[config.mk]
export PLATFORM = sky130hd
export DESIGN_NAME = obj_split
export DESIGN_NICKNAME = d
export VERILOG_FILES = /design/src/rtl/obj_split_pkg.sv /design/src/rtl/obj_split_mask.sv /design/src/rtl/obj_split_seg.sv /design/src/rtl/obj_split.sv
export SDC_FILE = /design/constraint.sdc
export NUM_CORES = 1
export LEC_CHECK = 0
export BUFFER_PORTS_ARGS = -buffer_cell sky130_fd_sc_hd__buf_2
export CORE_MARGIN = 4
export CORE_UTILIZATION = 45
export DETAILED_ROUTE_END_ITERATION = 6
export PLACE_DENSITY = 0.66
export SYNTH_ARGS = -nofsm -noshare
export SYNTH_HDL_FRONTEND = slang
export SYNTH_SLANG_ARGS = --single-unit
[constraint.sdc]
create_clock -name clk -period 8.08 [get_ports clk]
set_input_delay 1.212 -clock clk [delete_from_list [all_inputs] [get_ports clk]]
set_output_delay 1.212 -clock clk [all_outputs]
set_load 0.03 [all_outputs]
[src/rtl/obj_split_pkg.sv]
package obj_split_pkg;
  typedef enum logic [1:0] {
    KIND_NONE = 2'd0,
    KIND_ADDR = 2'd1,
    KIND_DATA = 2'd2,
    KIND_BOTH = 2'd3
  } pre_kind_e;
endpackage

[src/rtl/obj_split_mask.sv]
module obj_split_mask #(
  parameter int LINE_BYTES = 64,
  localparam int OFF_W = $clog2(LINE_BYTES)
) (
  input  logic [OFF_W-1:0]      lo,
  input  logic [OFF_W-1:0]      hi,
  output logic [LINE_BYTES-1:0] mask
);
  // one enable bit per byte lane, set inside the inclusive window [lo, hi]
  for (genvar i = 0; i < LINE_BYTES; i++) begin : g_lane
    assign mask[i] = (OFF_W'(i) >= lo) && (OFF_W'(i) <= hi);
  end
endmodule

[src/rtl/obj_split_seg.sv]
module obj_split_seg #(
  parameter int ADDR_W = 32,
  parameter int LINE_BYTES = 64,
  localparam int OFF_W = $clog2(LINE_BYTES)
) (
  input  logic [ADDR_W-1:0] seg_start,
  input  logic [ADDR_W-1:0] seg_end,
  output logic [ADDR_W-1:0] line_base,
  output logic [OFF_W-1:0]  lo,
  output logic [OFF_W-1:0]  hi,
  output logic              last
);
  assign line_base = {seg_start[ADDR_W-1:OFF_W], {OFF_W{1'b0}}};
  assign lo        = seg_start[OFF_W-1:0];
  assign last      = (seg_start[ADDR_W-1:OFF_W] == seg_end[ADDR_W-1:OFF_W]);
  assign hi        = last ? seg_end[OFF_W-1:0] : {OFF_W{1'b1}};
endmodule

[src/rtl/obj_split.sv]
module obj_split
  import obj_split_pkg::*;
#(
  parameter int ADDR_W     = 32,
  parameter int SIZE_W     = 16,
  parameter int LINE_BYTES = 64,
  parameter int PID_W      = 8,
  parameter int TID_W      = 4,
  parameter int XID_W      = 8
) (
  input  logic                  clk,
  input  logic                  rst,
  input  logic                  in_valid,
  output logic                  in_ready,
  input  logic [ADDR_W-1:0]     in_addr,
  input  logic [SIZE_W-1:0]     in_size,
  input  logic [1:0]            in_kind,
  input  logic [PID_W-1:0]      in_pid,
  input  logic [TID_W-1:0]      in_tid,
  input  logic [XID_W-1:0]      in_xid,
  output logic                  out_valid,
  input  logic                  out_ready,
  output logic [ADDR_W-1:0]     out_addr,
  output logic [LINE_BYTES-1:0] out_mask,
  output logic [1:0]            out_kind,
  output logic [PID_W-1:0]      out_pid,
  output logic [TID_W-1:0]      out_tid,
  output logic [XID_W-1:0]      out_xid,
  output logic                  out_last
);
  localparam int OFF_W = $clog2(LINE_BYTES);

  logic              accept, advance;
  logic [ADDR_W-1:0] end_r;
  logic [ADDR_W-1:0] seg_start, seg_end, seg_base;
  logic [OFF_W-1:0]  seg_lo, seg_hi;
  logic              seg_last;
  logic [LINE_BYTES-1:0] seg_mask;

  assign in_ready = !out_valid;
  assign accept   = in_valid && in_ready;
  assign advance  = out_valid && out_ready && !out_last;

  // the next piece starts either at the new object or at the following line
  always_comb begin
    if (accept) begin
      seg_start = in_addr;
      seg_end   = in_addr + ADDR_W'(in_size) - ADDR_W'(1);
    end else begin
      seg_start = out_addr + ADDR_W'(LINE_BYTES);
      seg_end   = end_r;
    end
  end

  obj_split_seg #(.ADDR_W(ADDR_W), .LINE_BYTES(LINE_BYTES)) u_seg (
    .seg_start(seg_start), .seg_end(seg_end),
    .line_base(seg_base), .lo(seg_lo), .hi(seg_hi), .last(seg_last)
  );

  obj_split_mask #(.LINE_BYTES(LINE_BYTES)) u_mask (
    .lo(seg_lo), .hi(seg_hi), .mask(seg_mask)
  );

  always_ff @(posedge clk) begin
    if (rst) begin
      out_valid <= 1'b0;
      out_addr  <= '0;
      out_mask  <= '0;
      out_last  <= 1'b0;
      out_kind  <= 2'(KIND_NONE);
      out_pid   <= '0;
      out_tid   <= '0;
      out_xid   <= '0;
      end_r     <= '0;
    end else if (accept) begin
      if (in_size != '0) begin
        out_valid <= 1'b1;
        out_addr  <= seg_base;
        out_mask  <= seg_mask;
        out_last  <= seg_last;
        end_r     <= seg_end;
        out_kind  <= in_kind;
        out_pid   <= in_pid;
        out_tid   <= in_tid;
        out_xid   <= in_xid;
      end
    end else if (advance) begin
      out_addr <= seg_base;
      out_mask <= seg_mask;
      out_last <= seg_last;
    end else if (out_valid && out_ready) begin
      out_valid <= 1'b0;
    end
  end

  // a stalled piece keeps every field
  a_r8_hold: assert property (@(posedge clk) disable iff (rst)
    out_valid && !out_ready |=> out_valid && $stable(out_addr) && $stable(out_mask)
      && $stable(out_last) && $stable(out_kind) && $stable(out_pid));

  // pieces step up by one line
  a_r3_ascend: assert property (@(posedge clk) disable iff (rst)
    advance |=> out_valid && (out_addr == $past(out_addr) + ADDR_W'(LINE_BYTES)));

  // tags do not change within one object
  a_r5_tags_kept: assert property (@(posedge clk) disable iff (rst)
    advance |=> (out_kind == $past(out_kind)) && (out_tid == $past(out_tid))
      && (out_xid == $past(out_xid)));

  // the flagged piece ends the object
  a_r6_last_ends: assert property (@(posedge clk) disable iff (rst)
    out_valid && out_ready && out_last |=> !out_valid);

  // a non-final piece runs to the top byte, a follow-on piece starts at byte 0
  a_r4_mask_top: assert property (@(posedge clk) disable iff (rst)
    out_valid && !out_last |-> out_mask[LINE_BYTES-1]);
  a_r4_mask_bottom: assert property (@(posedge clk) disable iff (rst)
    advance |=> out_mask[0]);

  // no object is taken while a piece is pending
  a_r9_no_overlap: assert property (@(posedge clk) disable iff (rst)
    out_valid && !(out_ready && out_last) |=> !in_ready);
endmodule

==> results of run 1 <==
[routing by layer]
| layer | wire (um) | vias up | GRT usage, % | share of wire, % |
|---|---|---|---|---|
| met5 | 0 | - | 0 | 0 |
| met4 | 1960 | 0 | 12.0 | 4.3 |
| met3 | 4170 | 129 | 6.53 | 9.2 |
| met2 | 20300 | 708 | 51.7 | 45 |
| met1 | 18700 | 5889 | 42.8 | 41 |
| li1 | - | 5900 | - | - |
[final cells by class]
class | instances | area [um2] | share of cell area [%]
clock buffer | 18 | 439 | 3.43
clock inverter | 12 | 160 | 1.25
inverter | 89 | 334 | 2.61
multi-input combinational | 1258 | 7430 | 58.0
sequential | 146 | 2920 | 22.8
tap | 324 | 405 | 3.16
timing repair buffer | 211 | 1120 | 8.71
[power breakdown]
group	switching, W	leakage [nW]	internal (W)
sequential	0.0000560	1.21	0.000791
combinational	0.000710	4.08	0.000320
clock	0.000334	0.280	0.000492
total	0.00110	5.57	0.00160
[critical path: stages]
cell	delay, ns
buf_2	0.34
inv_1	0.21
ha_1	0.33
inv_1	0.04
ha_1	0.35
o211ai_1	0.15
o21a_1	0.29
or4_1	0.69
and4_1	0.29
a211oi_1	0.27
nand4_1	0.19
a311o_1	0.36
o41ai_1	0.52
nand4_2	0.71
a2111oi_0	0.66
nor3_1	0.07
[cells by family (layout without fill, tap and decap cells)]
family / after synthesis / count (layout) / share of synthesized area [%]
compound gates: 497 / 497 / 28.3
xor+xnor: 85 / 85 / 6.94
fa+ha+maj: 48 / 48 / 5.47
buf+inv: 207 / 330 / 7.30
flops: 146 / 146 / 26.3
mux: 7 / 7 / 0.630
other cells: 1 / 6 / 0.0337
simple gates: 615 / 615 / 25.1
[sequential cells by signal, summed over array words and instances (netlist names)]
register,cells
out_valid,1
end_r,32
out_addr,26
out_kind,2
out_mask,64
out_tid,4
out_pid,8
out_last,1
out_xid,8
[stage by stage]
step                cell area (um2)  total power, W  cells  hold slack, ns  setup slack (ns)
global route                  12800         0.00282   2058           0.465              1.22
global placement              12200         0.00186   2028           0.426              1.38
CTS                           12800         0.00269   2058           0.435              1.78
finish                        12800         0.00270   2058           0.430              1.63
detailed placement            12200         0.00187   2028           0.426              1.33
floorplan                     11100         0.00154   1611           0.437              2.62
[Yosys cell counts, types with 15 or more instances]
library cell  count  area (um2)
xor2_1           29         254
inv_1            88         330
nand2_1         282        1060
a21oi_1         161         806
nand3_1          34         170
o211ai_1         15         113
a21o_1           25         188
o31ai_1          20         150
a211oi_1         32         240
nor2_1          140         526
o21ai_1          34         170
clkbuf_1         96         360
ha_1             47         588
nand4_1          29         181
o21a_1           15         113
o21ai_0          91         455
xnor2_1          54         473
dfxtp_1         146        2920
nor3_1           39         195
[cells in the final DEF, fill, tap and decap left out, types with 6 or more instances in the layout]
master	count
a2111oi_0	10
a211oi_1	32
a21o_1	25
a21oi_1	161
a22oi_1	10
a2bb2oi_1	6
a31oi_1	12
a32o_1	10
and2_1	6
and3_1	12
buf_2	187
buf_4	24
clkbuf_16	17
conb_1	6
dfxtp_1	146
ha_1	47
inv_1	88
mux2i_1	7
nand2_1	281
nand2b_1	7
nand3_1	34
nand4_1	29
nor2_1	138
nor2b_1	7
nor3_1	39
nor4_1	11
o211ai_1	15
o21a_1	15
o21ai_0	91
o21ai_1	33
o21bai_1	6
o31ai_1	20
or3_1	8
or4_1	7
xnor2_1	54
xor2_1	29
[final timing paths]
kind / start / to / cells past startpoint
max: in_addr[4] / out_mask[63]$_SDFFE_PP0P_ / 16
min: out_mask[43]$_SDFFE_PP0P_ / out_mask[43]$_SDFFE_PP0P_ / 2
max reg2reg: out_addr[6]$_SDFFE_PP0P_ / out_mask[63]$_SDFFE_PP0P_ / 12
min reg2reg: out_mask[43]$_SDFFE_PP0P_ / out_mask[43]$_SDFFE_PP0P_ / 2
==> summary.md, run 1 <==
| Metric | Value |
|---|---|
| Sink Count | 146 |
| Worst-path fanout max | 23 |
| Worst-path clk slew | 0.06 ns |
| Largest net degree at the start of global routing | 89 |
| Clock buffer depth | 2 |
| Die Ht | 165 um |
| Ports | 195 |
| Crit path kind | in -> reg |
| Antenna Cells | 0 |
| Final period utilization | 79.8% |
| IO buf count | 188 |
| Drt initial violations | 1549 |
| Resized Gates After CTS | 0 |
| Via count | 12600 |
| Slew @ Worst Pin | 1.04 ns |
| Post-Syn Area per Cell | 6.93 um2 |
| Crit path time final | 6.45 ns |
| Initial DRT Pass Iterations | 6 |
| Yosys synthesis warning count | 0 |
| H-tree lvl count | 4 |
| Core Util, Final | 52.7% |
| Max_cap viols | 0 |
| Count of hold-fix buffers inserted at cts | 0 |
| Initial Util | 45.7% |
| First-pass GRT wire length | 68100 um |
| FMAX | 155 MHz |
| Final setup viols | 0 |
| Floorplan Core Area | 24300 um2 |
| Fillers | 2499 |
| TritonCTS clock tree | built |
| Initial antenna violation count | 0 |
| Remaining antenna violation count | 0 |
| Max-slew violations | 0 |
| Clk Latency, worst-skew pair | 0.43 ns |
| HP Class | reg -> reg |
| Via-to-Cell Ratio | 6.14 |
| Clk_skew | 0.00993 ns |
| Peak VDD IR | 0.121 mV |
| Syn Inst Count | 1606 |
| Drt drc | 0 |
| Setup bufs post-CTS | 0 |
| Fin Setup TNS | 0 ns |
| RSZ-0062 raised after global routing | false |
| GRT overflow | 0 |
| Outcome | complete, no violations |
| Power density over the cells | 211 nW/um2 |
| Hpwl dp | 34200 um |
| Die W | 165 um |
| EDFF count, synth | 0 |
| GPL Wtd Cong | 1.01 |
| Total GRT Usage | 32.2% |
| Number of global-route vias before repair | 11400 |
| Worst reg-to-reg setup slack | 2.29 ns |
| Synth Cell Area | 11100 um2 |
| Clk root buf | clkbuf_16 |
| Setup crit end kind | register |
| Share of cells above drive strength 1 | 15.2% |
| Area grow syn2layout | 15.2% |
| Async S/R FF share, synth | 0% |
| Leakage | 5.57 nW |
| Final Hold Viols | 0 |
| Number of cell rows | 57 |
| WL final | 45200 um |
| Num CTS Buffers | 17 |
| Die area | 27300 um2 |
| Seq/Total Area, Yosys | 26.3% |
| DR WL/cell | 22.0 um |
| Fin nets | 1845 |
| Number of synthesized register bits | 146 |
| Synth unique cells | 78 |
| Most used DFF post-synth | dfxtp_1 |
| Crit path DAT | 6.72 ns |
| Req. time, crit path | 8.35 ns |
| Max transition margin | 30.4% |
| CP startpoint kind | primary input |
Power figures use the tool's default switching activity.
==> run 2, diff against run 1 <==
--- a/config.mk
+++ b/config.mk
@@ -9,7 +9,7 @@
 export CORE_MARGIN = 4
 export CORE_UTILIZATION = 45
 export DETAILED_ROUTE_END_ITERATION = 6
-export PLACE_DENSITY = 0.66
+export PLACE_DENSITY = 0.69
 export SYNTH_ARGS = -nofsm -noshare
 export SYNTH_HDL_FRONTEND = slang
 export SYNTH_SLANG_ARGS = --single-unit
==> constraint.sdc (replaced) <==
create_clock -name clk -period 5.76 [get_ports clk]
set_input_delay 0.864 -clock clk [delete_from_list [all_inputs] [get_ports clk]]
set_output_delay 0.864 -clock clk [all_outputs]
set_load 0.03 [all_outputs]
==> summary.md, run 2 (same netlist as run 1, synthesis figures left out) <==
| Metric | Value |
|---|---|
| GRT overflow | 0 (unchanged) |
| Final Hold Viols | 0 (unchanged) |
| Total GRT Usage | 31.7% (-0.52 points) |
| Worst-path fanout max | 33 (+43%) |
| Ports | 195 (unchanged) |
| GPL Wtd Cong | 1.02 (+1.1%) |
| Clock buffer depth | 2 (unchanged) |
| Clk Latency, worst-skew pair | 0.44 ns (about the same) |
| Remaining antenna violation count | 0 (unchanged) |
| Power density over the cells | 292 nW/um2 (+38%) |
| DR WL/cell | 21.2 um (-3.3%) |
| Via-to-Cell Ratio | 6.08 (-0.96%) |
| FMAX | 192 MHz |
| Worst-path clk slew | 0.07 ns (about the same) |
| Worst setup path startpoint | in_addr[9] |
| Die Ht | 165 um (unchanged) |
| Leakage | 5.75 nW (+3.2%) |
| Slew @ Worst Pin | 1.10 ns (+0.0601 ns) |
| Failing checks | design-rule violations |
| Largest register by flop count | out_mask |
| Most used routing layer | met2 |
| Commonest non-fill, non-tap cell in the layout | nand2_1 |
| Max_cap viols | 0 (unchanged) |
| RR Startpoint | out_addr[6]$_SDFFE_PP0P_ |
| GR Layer Usage met2 | 49.9% (-1.8 points) |
| HP Start | out_mask[43]$_SDFFE_PP0P_ |
| Count of hold-fix buffers inserted at cts | 0 (unchanged) |
| Most frequent cells in the layout | nand2_1, buf_2, a21oi_1 |
| Resized Gates After CTS | 0 (unchanged) |
| Max-slew violations | 0 (unchanged) |
| Final period utilization | 90.3% |
| Crit path time final | 5.20 ns |
| Drt initial violations | 1588 (+2.5%) |
| Max transition margin | 26.4% (-4.0 points) |
| Die area | 27300 um2 (unchanged) |
| H-tree lvl count | 4 (unchanged) |
| Fin nets | 1878 (+1.8%) |
| Initial Util | 45.7% (unchanged) |
| Fin Setup TNS | 0 ns (unchanged) |
| Sink Count | 146 (unchanged) |
| Post-Layout Cell Count | 2093 (+1.7%) |
| Setup bufs post-CTS | 0 (unchanged) |
| Largest net degree at the start of global routing | 92 (+3.4%) |
| Clk_skew | 0.0164 ns (+0.00652 ns) |
| WL final | 44500 um (-1.6%) |
| Number of flip-flops under the largest register name | 64 (unchanged) |
| Req. time, crit path | 6.08 ns (-2.27 ns) |
| Drt drc | 3 (+3) |
| Via count | 12700 (+0.72%) |
| CP startpoint kind | primary input |
| HP Class | reg -> reg |
| Antenna Cells | 0 (unchanged) |
| Setup crit end kind | register |
| Initial DRT Pass Iterations | 7 (+1) |
| Outcome | finished, violations left |
| # placed instances | 2061 (+1.6%) |
| Peak VDD IR | 0.215 mV (+77%) |
| Share of cells above drive strength 1 | 16.9% (+1.7 points) |
| Total power | 0.00382 W (+41%) |
| Crit path kind | in -> reg |
| GR Util met3 | 6.80% (+0.27 points) |
| Hpwl dp | 33800 um (-1.1%) |
| Number of cell rows | 57 (unchanged) |
| Final setup viols | 0 (unchanged) |
| Num CTS Buffers | 17 (unchanged) |
| Number of global-route vias before repair | 11800 (+3.2%) |
| Die W | 165 um (unchanged) |
| TritonCTS clock tree | built |
| IO buf count | 188 (unchanged) |
| Met1 Resource Use GR | 42.8% (about the same) |
| First-pass GRT wire length | 67500 um (-0.81%) |
| Initial antenna violation count | 0 (unchanged) |
| Clk root buf | clkbuf_16 |
| Area grow syn2layout | 17.6% |
| Crit path DAT | 5.52 ns (-1.20 ns) |
| RSZ-0062 raised after global routing | false |
| Biggest regs | out_mask x64, end_r x32, out_addr x26 |
| Floorplan Core Area | 24300 um2 (unchanged) |
==> run 2: per-layer routing <==
layer,wire [um],up-vias
met5,0,-
met1,18500,5955
met3,4600,98
met2,19700,684
met4,1660,0
li1,-,5980
==> run 2: cell type report <==
cell class	instances	area, um2
well taps	324	405
clock inverters	12	144
multi-input cells	1258	7430
clock buffers	20	467
inverters	89	334
flip-flops and latches	146	2920
repair buffers	244	1380
fillers	2458	11200
==> run 2: power breakdown <==
| group | internal (W) | leakage, nW | total [W] | switching, W |
|---|---|---|---|---|
| logic | 0.000476 | 4.25 | 0.00147 | 0.000989 |
| registers | 0.00111 | 1.21 | 0.00119 | 0.0000803 |
| clock network | 0.000682 | 0.296 | 0.00116 | 0.000479 |
| total | 0.00227 | 5.75 | 0.00382 | 0.00155 |
==> run 2: final timing paths <==
kind	to	slack [ns]	cells after the start
setup reg to reg	out_mask[44]$_SDFFE_PP0P_	0.57	14
hold reg to reg	out_mask[43]$_SDFFE_PP0P_	0.43	2
hold / removal	out_mask[43]$_SDFFE_PP0P_	0.43	2
setup / recovery	out_mask[44]$_SDFFE_PP0P_	0.56	18
==> run 2: metrics by stage <==
stage | setup slack [ns] | util [%] | instance area (um2) | hold WS, ns
detailed placement | 0.253 | 51.3 | 12500 | 0.426
global route | 0.268 | 53.8 | 13100 | 0.454
global placement | 0.277 | 51.3 | 12500 | 0.421
finish | 0.560 | 53.8 | 13100 | 0.434
CTS | 0.607 | 53.8 | 13100 | 0.437
floorplan | 0.650 | - | 11100 | 0.437
==> run 2: critical path, stage by stage <==
cell	delay [ns]
buf_2	0.11
inv_1	0.08
ha_1	0.28
inv_1	0.04
ha_1	0.39
a21oi_2	0.19
nor2_1	0.06
a211oi_1	0.54
a211oi_1	0.20
or4_1	0.55
or4_1	0.53
or4_1	0.42
a311oi_2	0.23
nand4_2	0.16
buf_12	0.22
a2111oi_0	0.39
buf_4	0.19
o21ai_1	0.05
==> run 3, diff against run 2 <==
--- a/config.mk
+++ b/config.mk
@@ -7,9 +7,10 @@
 export LEC_CHECK = 0
 export BUFFER_PORTS_ARGS = -buffer_cell sky130_fd_sc_hd__buf_2
 export CORE_MARGIN = 4
-export CORE_UTILIZATION = 45
+export CORE_UTILIZATION = 52
 export DETAILED_ROUTE_END_ITERATION = 6
-export PLACE_DENSITY = 0.69
+export PLACE_DENSITY = 0.78
+export RECOVER_POWER = 100
 export SYNTH_ARGS = -nofsm -noshare
 export SYNTH_HDL_FRONTEND = slang
 export SYNTH_SLANG_ARGS = --single-unit
==> summary.md, run 3 (same netlist as run 1, synthesis figures left out) <==
| Metric | Value |
|---|---|
| Biggest regs | out_mask x64, end_r x32, out_addr x26 |
| Worst reg-to-reg setup slack | 0.42 ns (-0.15 ns) |
| Worst-path clk slew | 0.07 ns (about the same) |
| HP Class | reg -> reg |
| Crit path time final | 5.50 ns (+0.305 ns) |
| Largest net degree at the start of global routing | 59 (-36%) |
| Initial DRT Pass Iterations | 6 (-1) |
| Via-to-Cell Ratio | 6.31 (+3.8%) |
| FMAX | 182 MHz (-5.5%) |
| Power share of the sequential group | 31.4% (+0.2 points) |
| Fillers | 2068 (-16%) |
| Die W | 154 um (-6.6%) |
| Slew @ Worst Pin | 2.86 ns (+1.75 ns) |
| DR WL/cell | 22.8 um (+7.3%) |
| Worst setup path startpoint | in_valid |
| Floorplan Core Area | 21000 um2 (-14%) |
| Reg2Reg Depth | 8 (-6) |
| RSZ-0062 raised after global routing | false |
| Crit path DAT | 5.86 ns (+0.34 ns) |
| Via count | 12900 (+1.5%) |
| H-tree lvl count | 4 (unchanged) |
| Final Hold Viols | 0 (unchanged) |
| Power density over the cells | 296 nW/um2 (+1.4%) |
| Part of the power in the clock network | 29.9% (-0.5 points) |
| Final setup viols | 0 (unchanged) |
| IO buf count | 188 (unchanged) |
| CP startpoint kind | primary input |
| Total GRT Usage | 37.3% (+5.6 points) |
| Num CTS Buffers | 17 (unchanged) |
| Setup bufs post-CTS | 0 (unchanged) |
| TritonCTS clock tree | built |
| Post-Place Worst Slack | 0.154 ns (-0.0985 ns) |
| Final period utilization | 95.6% (+5.3 points) |
| Clk root buf | clkbuf_16 |
| Number of global-route vias before repair | 11900 (+0.81%) |
| Switching power share of the total | 42.4% (+1.8 points) |
| Crit path kind | in -> reg |
| Drt initial violations | 1408 (-11%) |
| Most frequent cells in the layout | nand2_1, a21oi_1, dfxtp_1 |
| Resized Gates After CTS | 0 (unchanged) |
| Failing checks | max-capacitance violations, max-slew violations |
| GRT overflow | 0 (unchanged) |
| Count of hold-fix buffers inserted at cts | 0 (unchanged) |
| GPL Wtd Cong | 1.02 (-0.36%) |
| First-pass GRT wire length | 70100 um (+3.8%) |
| Number of flip-flops under the largest register name | 64 (unchanged) |
| Initial antenna violation count | 0 (unchanged) |
| Worst R2R End | out_mask[16]$_SDFFE_PP0P_ |
| Setup crit end kind | register |
| Clock buffer depth | 2 (unchanged) |
| Outcome | finished, violations left |
| Number of cell rows | 53 (-7.0%) |
| Area grow syn2layout | 15.3% |
| Peak VDD IR | 0.218 mV (+1.2%) |
| Share of cells above drive strength 1 | 9.89% (-7.0 points) |
| Combinational Power Share | 38.7% (+0.3 points) |
| Worst-path fanout max | 34 (+3.0%) |
| Max-slew violations | 162 (+162) |
| # placed instances | 2013 (-2.3%) |
| Post-Layout Cell Count | 2046 (-2.2%) |
| Max_cap viols | 4 (+4) |
| RR Startpoint | out_valid$_SDFFE_PP0P_ |
| Clk Latency, worst-skew pair | 0.43 ns (about the same) |
| Remaining antenna violation count | 0 (unchanged) |
| Core Util, Final | 61.0% (+7.2 points) |
| Max transition margin | -90.5% (-120 points) |
| Internal | 0.00218 W (-3.7%) |
| Switching pwr | 0.00161 W (+3.9%) |
| Largest register by flop count | out_mask |
| Sink Count | 146 (unchanged) |
| Req. time, crit path | 6.12 ns (+0.04 ns) |
| WL final | 46600 um (+4.9%) |
| Initial Util | 52.9% (+7.2 points) |
| Fin Setup TNS | 0 ns (unchanged) |
| Commonest non-fill, non-tap cell in the layout | nand2_1 |
| Die area | 23800 um2 (-13%) |
| Drt drc | 0 (-3) |
| Die Ht | 154 um (-6.6%) |
| Leakage | 5.25 nW (-8.6%) |
| Final Worst Setup Slack | 0.255 ns (-0.305 ns) |
| Clk_skew | 0.0150 ns (-0.00143 ns) |
| Capture point of the critical path | out_mask[16]$_SDFFE_PP0P_ |
| Fin nets | 1879 (+0.053%) |
| Ports | 195 (unchanged) |
| Hpwl dp | 35600 um (+5.3%) |
## run 3: cell types whose count changed in the layout (fill, tap and decap cells not counted), sizes merged, moves of 2 or more
cell / delta
buf: -120
clkbuf: +120
clkinv: -2
inv: +3
## run 3: worst min-delay path by stage
stage,startpoint,to,cells after the start
floorplan,end_r[15]$_SDFFE_PP0P_,end_r[15]$_SDFFE_PP0P_,2
global placement,out_mask[56]$_SDFFE_PP0P_,out_mask[56]$_SDFFE_PP0P_,2
detailed placement,out_mask[43]$_SDFFE_PP0P_,out_mask[43]$_SDFFE_PP0P_,2
CTS,out_mask[38]$_SDFFE_PP0P_,out_mask[38]$_SDFFE_PP0P_,2
global route,out_mask[56]$_SDFFE_PP0P_,out_mask[56]$_SDFFE_PP0P_,2
finish,out_mask[38]$_SDFFE_PP0P_,out_mask[38]$_SDFFE_PP0P_,2
## run 3: cell type report
type                    instances  area, um2  area share (%)
multi-input cells            1258       7420            57.9
flip-flops and latches        146       2920            22.8
repair buffers                245       1220            9.48
clock buffers                  19        443            3.45
well taps                     275        344            2.68
inverters                      89        334            2.61
clock inverters                13        139            1.08
diodes                          1       2.50          0.0195
## run 3: stage by stage
step / instance area (um2) / hold WS [ns] / total power [W]
3_3_place_gp: 12400 / 0.422 / 0.00265
6_report: 12800 / 0.441 / 0.00379
3_5_place_dp: 12400 / 0.429 / 0.00266
2_1_floorplan: 11100 / 0.437 / 0.00215
5_1_grt: 12800 / 0.462 / 0.00394
4_1_cts: 13000 / 0.441 / 0.00377
## run 3: worst max-delay path, cell delays in order
cell and delay, ns:
buf_2 0.10, nor2b_4 0.18, clkbuf_1 1.44, nand2_2 0.29, o21ai_0 0.24, clkbuf_1 1.52, o21ai_0 0.64, a211o_1 0.43
o21ai_1 0.12
## run 3: power groups by stage
stage                     logic [W]  registers, W  clock network (W)
after global placement      0.00144       0.00121                  0
after floorplan            0.000822       0.00133                  0
final                       0.00147       0.00119            0.00114
after global routing        0.00156       0.00120            0.00117
after CTS                   0.00146       0.00119            0.00113
after detailed placement    0.00145       0.00121                  0
## run 3: layer usage
metal,vias up,part of all wire (%),global-route usage [%]
met5,-,0,0
met4,0,3.9,13.7
met3,119,9.8,7.83
met2,742,45,60.6
met1,6051,41,49.2
li1,5990,-,-
